===== src/rtl/dtb_pkg.sv =====
`timescale 1ns/1ps
package dtb_pkg;
    typedef enum logic [2:0] {
        TM_OFF  = 3'd0,
        TM_LOW  = 3'd1,
        TM_HIGH = 3'd2,
        TM_FALL = 3'd3,
        TM_RISE = 3'd4
    } trig_mode_e;

    typedef enum logic {
        ST_IDLE  = 1'b0,
        ST_BURST = 1'b1
    } burst_state_e;
endpackage


===== src/rtl/dtb_trig_cond.sv =====
`timescale 1ns/1ps
module dtb_trig_cond #(
    parameter int SYNC_STAGES = 2
) (
    input  logic       clk,
    input  logic       rst_n,
    input  logic       trig_in,
    input  logic [2:0] mode,
    output logic       hw_edge,
    output logic       level_act,
    output logic       hw_en
);
    import dtb_pkg::*;

    logic [SYNC_STAGES-1:0] sync_q;
    logic                   trig_s;
    logic                   trig_d;

    // synchronizer chain, length picked by parameter
    generate
        if (SYNC_STAGES == 1) begin : g_one
            always_ff @(posedge clk or negedge rst_n) begin
                if (!rst_n) sync_q <= '0;
                else        sync_q <= trig_in;
            end
        end else begin : g_many
            always_ff @(posedge clk or negedge rst_n) begin
                if (!rst_n) sync_q <= '0;
                else        sync_q <= {sync_q[SYNC_STAGES-2:0], trig_in};
            end
        end
    endgenerate

    assign trig_s = sync_q[SYNC_STAGES-1];

    always_ff @(posedge clk or negedge rst_n) begin
        if (!rst_n) trig_d <= 1'b0;
        else        trig_d <= trig_s;
    end

    always_comb begin
        hw_edge   = 1'b0;
        level_act = 1'b0;
        hw_en     = 1'b1;
        case (mode)
            TM_LOW:  level_act = ~trig_s;
            TM_HIGH: level_act = trig_s;
            TM_FALL: hw_edge   = ~trig_s & trig_d;
            TM_RISE: hw_edge   = trig_s & ~trig_d;
            default: hw_en     = 1'b0;
        endcase
    end
endmodule


===== src/rtl/dtb_beat_ctr.sv =====
`timescale 1ns/1ps
module dtb_beat_ctr #(
    parameter int MAX_CODE = 10,
    parameter int CODE_W   = 4
) (
    input  logic              clk,
    input  logic              rst_n,
    input  logic              load,
    input  logic              burst_en,
    input  logic [CODE_W-1:0] code,
    input  logic              dec,
    output logic              last
);
    localparam int CNT_W = MAX_CODE + 1;

    logic [CODE_W-1:0] eff_code;
    logic [CNT_W-1:0]  load_val;
    logic [CNT_W-1:0]  cnt_q;

    always_comb begin
        eff_code = (code > CODE_W'(MAX_CODE)) ? CODE_W'(MAX_CODE) : code;
        load_val = burst_en ? ((CNT_W'(1) << eff_code) - CNT_W'(1)) : '0;
    end

    // holds beats remaining minus one
    always_ff @(posedge clk or negedge rst_n) begin
        if (!rst_n)    cnt_q <= '0;
        else if (load) cnt_q <= load_val;
        else if (dec)  cnt_q <= cnt_q - CNT_W'(1);
    end

    assign last = (cnt_q == '0);
endmodule


===== src/rtl/dma_trig_burst_ctl.sv =====
`timescale 1ns/1ps
module dma_trig_burst_ctl #(
    parameter int MAX_CODE    = 10,
    parameter int SYNC_STAGES = 2,
    localparam int CODE_W     = $clog2(MAX_CODE + 1)
) (
    input  logic              clk,
    input  logic              rst_n,
    input  logic              trig_in,
    input  logic              sw_trig,
    input  logic [2:0]        cfg_mode,
    input  logic              cfg_burst_en,
    input  logic [CODE_W-1:0] cfg_burst_code,
    input  logic [1:0]        cfg_wrap,
    input  logic              desc_clr_trig,
    input  logic              desc_done,
    input  logic              beat_done,
    output logic              beat_req,
    output logic              wrap_src,
    output logic              wrap_dst
);
    import dtb_pkg::*;

    burst_state_e state_q, state_d;
    logic hw_edge, level_act, hw_en;
    logic pend_q, pend_d;
    logic event_now, fire, take, last, dec, burst_end, clr;

    dtb_trig_cond #(.SYNC_STAGES(SYNC_STAGES)) i_cond (
        .clk       (clk),
        .rst_n     (rst_n),
        .trig_in   (trig_in),
        .mode      (cfg_mode),
        .hw_edge   (hw_edge),
        .level_act (level_act),
        .hw_en     (hw_en)
    );

    dtb_beat_ctr #(.MAX_CODE(MAX_CODE), .CODE_W(CODE_W)) i_ctr (
        .clk      (clk),
        .rst_n    (rst_n),
        .load     (take),
        .burst_en (cfg_burst_en),
        .code     (cfg_burst_code),
        .dec      (dec),
        .last     (last)
    );

    assign event_now = hw_edge | (sw_trig & ~hw_en);
    assign fire      = pend_q | event_now | level_act;
    assign clr       = desc_done & desc_clr_trig;

    // state register
    always_ff @(posedge clk or negedge rst_n) begin
        if (!rst_n) state_q <= ST_IDLE;
        else        state_q <= state_d;
    end

    // next state
    always_comb begin
        state_d = state_q;
        take    = 1'b0;
        unique case (state_q)
            ST_IDLE: begin
                if (fire) begin
                    state_d = ST_BURST;
                    take    = 1'b1;
                end
            end
            ST_BURST: begin
                if (desc_done)              state_d = ST_IDLE;
                else if (beat_done && last) state_d = ST_IDLE;
            end
        endcase
    end

    // outputs
    always_comb begin
        beat_req  = (state_q == ST_BURST);
        burst_end = beat_req & beat_done & last;
        dec       = beat_req & beat_done & ~last;
        wrap_src  = burst_end & cfg_wrap[0];
        wrap_dst  = burst_end & cfg_wrap[1];
    end

    // one recorded trigger event; a burst start consumes it
    always_comb begin
        if (clr)       pend_d = 1'b0;
        else if (take) pend_d = 1'b0;
        else           pend_d = pend_q | event_now;
    end

    always_ff @(posedge clk or negedge rst_n) begin
        if (!rst_n) pend_q <= 1'b0;
        else        pend_q <= pend_d;
    end
endmodule


===== config.mk =====
export PLATFORM = sky130hd
export DESIGN_NAME = dma_trig_burst_ctl
export DESIGN_NICKNAME = d
export VERILOG_FILES = /design/src/rtl/dtb_pkg.sv /design/src/rtl/dtb_trig_cond.sv /design/src/rtl/dtb_beat_ctr.sv /design/src/rtl/dma_trig_burst_ctl.sv
export SDC_FILE = /design/constraint.sdc
export NUM_CORES = 1
export LEC_CHECK = 0
export BUFFER_PORTS_ARGS = -buffer_cell sky130_fd_sc_hd__buf_2
export CORE_MARGIN = 1.5
export CORE_UTILIZATION = 40
export CTS_BUF_LIST = sky130_fd_sc_hd__clkbuf_8 sky130_fd_sc_hd__clkbuf_16
export DETAILED_ROUTE_END_ITERATION = 10
export SYNTH_ARGS = -nofsm -noshare
export SYNTH_HDL_FRONTEND = slang
export SYNTH_SLANG_ARGS = --single-unit

===== constraint.sdc =====
create_clock -name clk -period 1.8 [get_ports clk]
set_clock_uncertainty 0.05 [all_clocks]
set_input_delay 0.18 -clock clk [delete_from_list [all_inputs] [get_ports clk]]
set_output_delay 0.18 -clock clk [all_outputs]
set_load 0.01 [all_outputs]

== Yosys cells after proc, flatten, opt, wreduce, memory -nomap -nowiden ==
Cells that the tools add are included.
Word-level totals
  register bits after elaboration: 16
  input port bits: 17
  output and inout port bits: 3
  logic and storage cells: 48
Operators by class
  $add $sub $neg: 2
  magnitude comparators: 1
  eq/ne operators: 4
  shift operators: 1
  mux-type cells: 14
  bitwise logic cells: 17
  reductions and logical operators: 4
Operators by type and width (number)
  11-bit 2-to-1 mux: 3
  11-bit by 1-bit subtractor with 11-bit output (second input constant): 2
  11-bit zero test: 1
  1-bit by 4-bit << shifter with 11-bit output (first input constant): 1
  1-bit AND: 9
  1-bit 2-to-1 mux: 7
  3-bit by 2-bit == test with 1-bit output (second input constant): 2
  1-bit case mux with 2 select lines: 3
  1-bit NOT: 5
  4-bit > comparator (second input constant): 1
  4-bit 2-to-1 mux: 1
  4-bit OR reduction: 1
  3-bit by 1-bit == test with 1-bit output (second input constant): 1
  3-bit == test (second input constant): 1
  1-bit OR: 3
  2-bit nonzero test: 1
  1-bit logical AND: 1

== Depth between registers and ports, before layout ==
  depth in word-level cells: 12
  gate-level depth with buffers: 10
  depth with buffers taken out: 8

== Cells and area by module ==
From an unflattened synthesis, not the netlist that was laid out.
Second synthesis, totals
  cells, all modules: 121
  area total of the unflattened synthesis: 1109.8 um^2
Modules (own cells, without submodules)
  dtb_beat_ctr: instances 1, cells an instance 94, area each 835.8 um^2, sequential area each 275.3 um^2
  dtb_trig_cond: instances 1, cells an instance 11, area each 137.6 um^2, sequential area each 75.1 um^2
  dma_trig_burst_ctl: instances 1, cells an instance 16, area each 136.4 um^2, sequential area each 50.0 um^2

== Least setup slack after synthesis ==
OpenSTA, ideal clock, no wires.
  path kind: input-to-reg
  start point: in cfg_burst_code[2]
  end point: reg i_ctr.cnt_q[4]
  setup time: 0.079 ns
  arrival: 1.603 ns
  required time: 1.671 ns
  slack: 0.068 ns
  stages on the path: 10
  path buffers: 2
  cells stage by stage: clkbuf_1 -> nor3_1 -> nand2b_1 -> ha_1 -> clkbuf_1 -> nor3_1 -> mux2i_1 -> o21ai_0 -> nand2_1 -> mux2i_1
Between the ends
  word-level cells in the longest chain between the ends: 6
RTL lines
  start: declaration: RTL line dma_trig_burst_ctl.sv:13  | input logic [CODE_W-1:0] cfg_burst_code,
  4-bit > comparator: RTL line dtb_beat_ctr.sv:21  | eff_code = (code > CODE_W'(MAX_CODE)) ? CODE_W'(MAX_CODE) : code;
  4-bit 2-to-1 mux *: RTL line dtb_beat_ctr.sv:21
  1-bit by 4-bit << shifter with 11-bit output *: RTL line dtb_beat_ctr.sv:22  | load_val = burst_en ? ((CNT_W'(1) << eff_code) - CNT_W'(1)) : '0;
  11-bit by 1-bit subtractor with 11-bit output *: RTL line dtb_beat_ctr.sv:22
  11-bit 2-to-1 mux *: RTL line dtb_beat_ctr.sv:22
  11-bit 2-to-1 mux *: RTL line dtb_beat_ctr.sv:28  | else if (load) cnt_q <= load_val;
  end signal: assignment: RTL line dtb_beat_ctr.sv:28
  end signal: assignment: RTL line dtb_beat_ctr.sv:29  | else if (dec) cnt_q <= cnt_q - CNT_W'(1);
  end: declaration: RTL line dtb_beat_ctr.sv:18  | logic [CNT_W-1:0] cnt_q;
Mark *: on every way between the ends. The rest lies on a longest branch, timed or not.
A chain may end at the register's enable or synchronous reset.

== Worst setup path in the final report ==
  start point: reg i_ctr.cnt_q[9]
  end point: out wrap_src
Between the ends
  word-level cells in the longest chain between the ends: 3
RTL lines
  11-bit zero test: RTL line dtb_beat_ctr.sv:32  | assign last = (cnt_q == '0);
  1-bit AND: RTL line dma_trig_burst_ctl.sv:80  | burst_end = beat_req & beat_done & last;
  1-bit AND: RTL line dma_trig_burst_ctl.sv:82  | wrap_src = burst_end & cfg_wrap[0];
  end: declaration: RTL line dma_trig_burst_ctl.sv:19  | output logic wrap_src,
No other way between the ends.

==> flow_metrics.env <==
export IMPL_status="finished with violations"
export IMPL_violations="setup timing"
export IMPL_p_seq_share_pct=34.6
export IMPL_post_synth_xor_area_fraction_pct=8.61
export IMPL_synth_cell_types=36
export IMPL_reg2reg_depth=6
export IMPL_die_h_um=55.9
export IMPL_first_pass_iters=4
export IMPL_synth_compound_area_share_pct=14.0
export IMPL_ys_seq_area_share_pct=35.8
export IMPL_crit_arrival_ns=1.66
export IMPL_numPortBuffers=19
export IMPL_cts_buffer_depth=2
export IMPL_synthAdderAreaFrac_pct=2.24
export IMPL_cp_max_fo=3
export IMPL_ys_async_sr_fraction_pct=100
export IMPL_placed_area_um2=1310
export IMPL_antenna_found_initial=0
export IMPL_synth_top_area_share_pct=35.8
export IMPL_syn_area_per_cell_um2=9.64
export IMPL_diodes=0
export IMPL_p_int_w=0.00114
export IMPL_postSynthCellCount=116
export IMPL_final_cells=183
export IMPL_finalHoldViolCount=0
export IMPL_core_area_um2=2570
export IMPL_min_path_type="in -> reg"
export IMPL_cpMaxStageDelayCell="or4_4"
export IMPL_worstSetupEndpointType="primary output"
export IMPL_hold_depth=4
export IMPL_via_per_inst=5.34
export IMPL_synth_top_cell_by_area="dfrtp_1"
export IMPL_clk_pin_slew_ns=0.06
export IMPL_yosys_top_cells_area="dfrtp_1 36%, mux2i_1 9.8%, xor2_1 6.3%, nand2_1 5.4%, o21ai_0 3.6%"
export IMPL_r2r_start="i_ctr.cnt_q[9]"
export IMPL_grt_pass1_wl_mm=4.08
export IMPL_drc_errors=0
export IMPL_die_width_um=55.9
export IMPL_ys_warn_count=0
export IMPL_finalCriticalPeriod_ns=1.89
export IMPL_wirelength_mm=2.53
export IMPL_fin_crit_sh_pct=105
export IMPL_antenna_left=0
export IMPL_combPwrFrac_pct=51.0
export IMPL_place_gp_congestion=0.747
export IMPL_power_density_nw_per_um2=1260
export IMPL_p_leak_nw=0.644
export IMPL_finalInstanceArea_um2=1470
export IMPL_r2r_end="i_ctr.cnt_q[8]"
export IMPL_cts_buffers=3
export IMPL_clkPwrFrac_pct=14.4
export IMPL_slowest_delay_ns=0.55
export IMPL_first_global_vias=869
export IMPL_worst_slack_ns=-0.0907
export IMPL_r2r_setup_slack_ns=0
export IMPL_ys_ff_latch=16
export IMPL_clock_root_buffer="clkbuf_8"
export IMPL_p_sw_share_pct=38.5
export IMPL_nets=174
export IMPL_finalSetupViolCount=2
export IMPL_wire_per_inst_um=13.8
export IMPL_startpoint_type="register"
export IMPL_cap_violations=0
export IMPL_area_delta_synth_final_pct=31.4
export IMPL_ioPinCount=20
export IMPL_synthesis_nets=135
export IMPL_worstPathRequired_ns=1.57
export IMPL_synth_simple_area_share_pct=25.2
export IMPL_clk_latency_ns=0.25
export IMPL_tightestPinTransition_ns=0.379
export IMPL_fmax_mhz=529
export IMPL_cts_tree="yes"
export IMPL_place_inst=171
export IMPL_min_from="desc_clr_trig"
export IMPL_post_route_util_pct=57.3
export IMPL_synth_top_flop_cell="dfrtp_1"
export IMPL_p_switching_w=0.000715
export IMPL_dieArea_um2=3120
export IMPL_synth_top_family_by_area="simple AND/OR/NAND/NOR gates"
export IMPL_hold_ws_ns=0.121
export IMPL_layout_drive_gt1_share_pct=34.6
export IMPL_rsz0062_at_grt="yes"
export IMPL_holdPathEnd="pend_q"
export IMPL_grt_max_degree=17
export IMPL_row_count=18
export IMPL_path_class="reg -> out"
export IMPL_vias=977
export IMPL_hpwlAfterDp_mm=1.77
export IMPL_start_util_pct=43.6
export IMPL_max_slew_margin_pct=74.7
export IMPL_htreeDepth=1
export IMPL_drv_slew=0
export IMPL_synth_edf_count=0
export IMPL_drt_iter0_drc=32
export IMPL_synth_area_mux_share_pct=10.9
export IMPL_grt_usage_pct=16.3
export IMPL_syn_area_um2=1120
export IMPL_grt_overflow_total=0
export IMPL_crit_path_cell_trace="or4_4 > nor3_4 > and3_1 > buf_2"
export IMPL_max_vdd_ir_drop_v=0.000908
export IMPL_cts_sinks=16
[per-stage QoR]
stage	power, W	TNS, ns	worst slack [ns]
after floorplan	0.00113	0	0.0680
after global placement	0.00136	0	0.0564
after detailed placement	0.00139	0	0.00319
after CTS	0.00176	-0.171	-0.0702
after global routing	0.00199	-0.491	-0.125
final	0.00186	-0.181	-0.0907
[worst max path at each step]
stage / slack (ns) / end / start
floorplan: 0.07 / i_ctr.cnt_q[4] / cfg_burst_code[2]
global placement: 0.06 / wrap_src / i_ctr.cnt_q[9]
detailed placement: 0.003 / wrap_dst / i_ctr.cnt_q[9]
CTS: -0.07 / wrap_dst / i_ctr.cnt_q[6]
global route: -0.13 / wrap_dst / i_ctr.cnt_q[9]
finish: -0.09 / wrap_src / i_ctr.cnt_q[9]
[critical path: cells and delay by family (launching register included)]
family	cells	cell delay, ns
and+or+nand+nor	3	0.88
DFF	1	0.41
buffers and inverters	1	0.12
[Yosys cell counts, types with 2 or more instances]
library cell	count
inv_1	4
nor3_1	5
nor2_1	8
mux2i_1	11
nand3b_1	2
xnor2_1	3
nand2_1	16
ha_1	2
clkbuf_1	3
nand2b_1	3
dfrtp_1	16
nand4b_1	3
nor4b_1	2
and3_1	2
xor2_1	8
o21ai_0	8
[power groups by stage]
stage / Clock [W] / Sequential [W] / Combinational (W)
final: 0.000268 / 0.000643 / 0.000947
after global routing: 0.000297 / 0.000660 / 0.00104
after CTS: 0.000273 / 0.000641 / 0.000848
after detailed placement: 0 / 0.000645 / 0.000745
after global placement: 0 / 0.000637 / 0.000722
after floorplan: 0 / 0.000632 / 0.000494
[cell type report]
type | count | area (um^2)
multi-input combinational | 91 | 721
clock buffer | 3 | 41.3
inverter | 4 | 15.0
sequential | 16 | 402
tap | 30 | 37.5
timing repair buffer | 39 | 254
fill | 230 | 1100
[cell usage in the layout, fill, tap and decap left out, types with 3 or more instances in the layout]
cell type,Yosys,final
xor2_1,8,8
nor3_1,5,3
nand2b_1,3,3
dfrtp_1,16,15
mux2i_1,11,11
buf_4,1,17
inv_1,4,4
nand4b_1,3,3
clkbuf_8,0,3
buf_2,0,19
nor2_1,8,8
xnor2_1,3,3
nand2_1,16,15
o21ai_0,8,8
[kinds of logic (layout without fill, tap and decap cells)]
family          after synthesis  count (layout)
buf+inv                       9              46
xor+xnor                     11              11
simple gates                 49              49
flops                        16              16
fa+ha+maj                     2               2
compound gates               17              17
mux                          12              12
[state kept, by name (all words and copies together) (netlist names)]
name and cells:
beat_req 1, i_cond.sync_q 2, i_cond.trig_d 1, i_ctr.cnt_q 11
pend_q 1
[metal layers]
metal,vias up,track usage [%],share of wire (%)
li1,491,-,-
met1,466,22.7,47
met2,18,25.7,49
met3,2,4.88,3.8
met4,0,2.04,0.32
met5,-,0,0
[what timing repair did]
item | CTS | global route
setup buffers | 4 | 4
pin swaps | 6 | 5
hold buffers | 2 | 0
resized for setup | 4 | 6
gates cloned | 0 | 0
endpoints found under the setup margin | 2 | 7
endpoints found under the hold margin | 17 | 0
No activity file was read; power rests on OpenSTA's default activity.
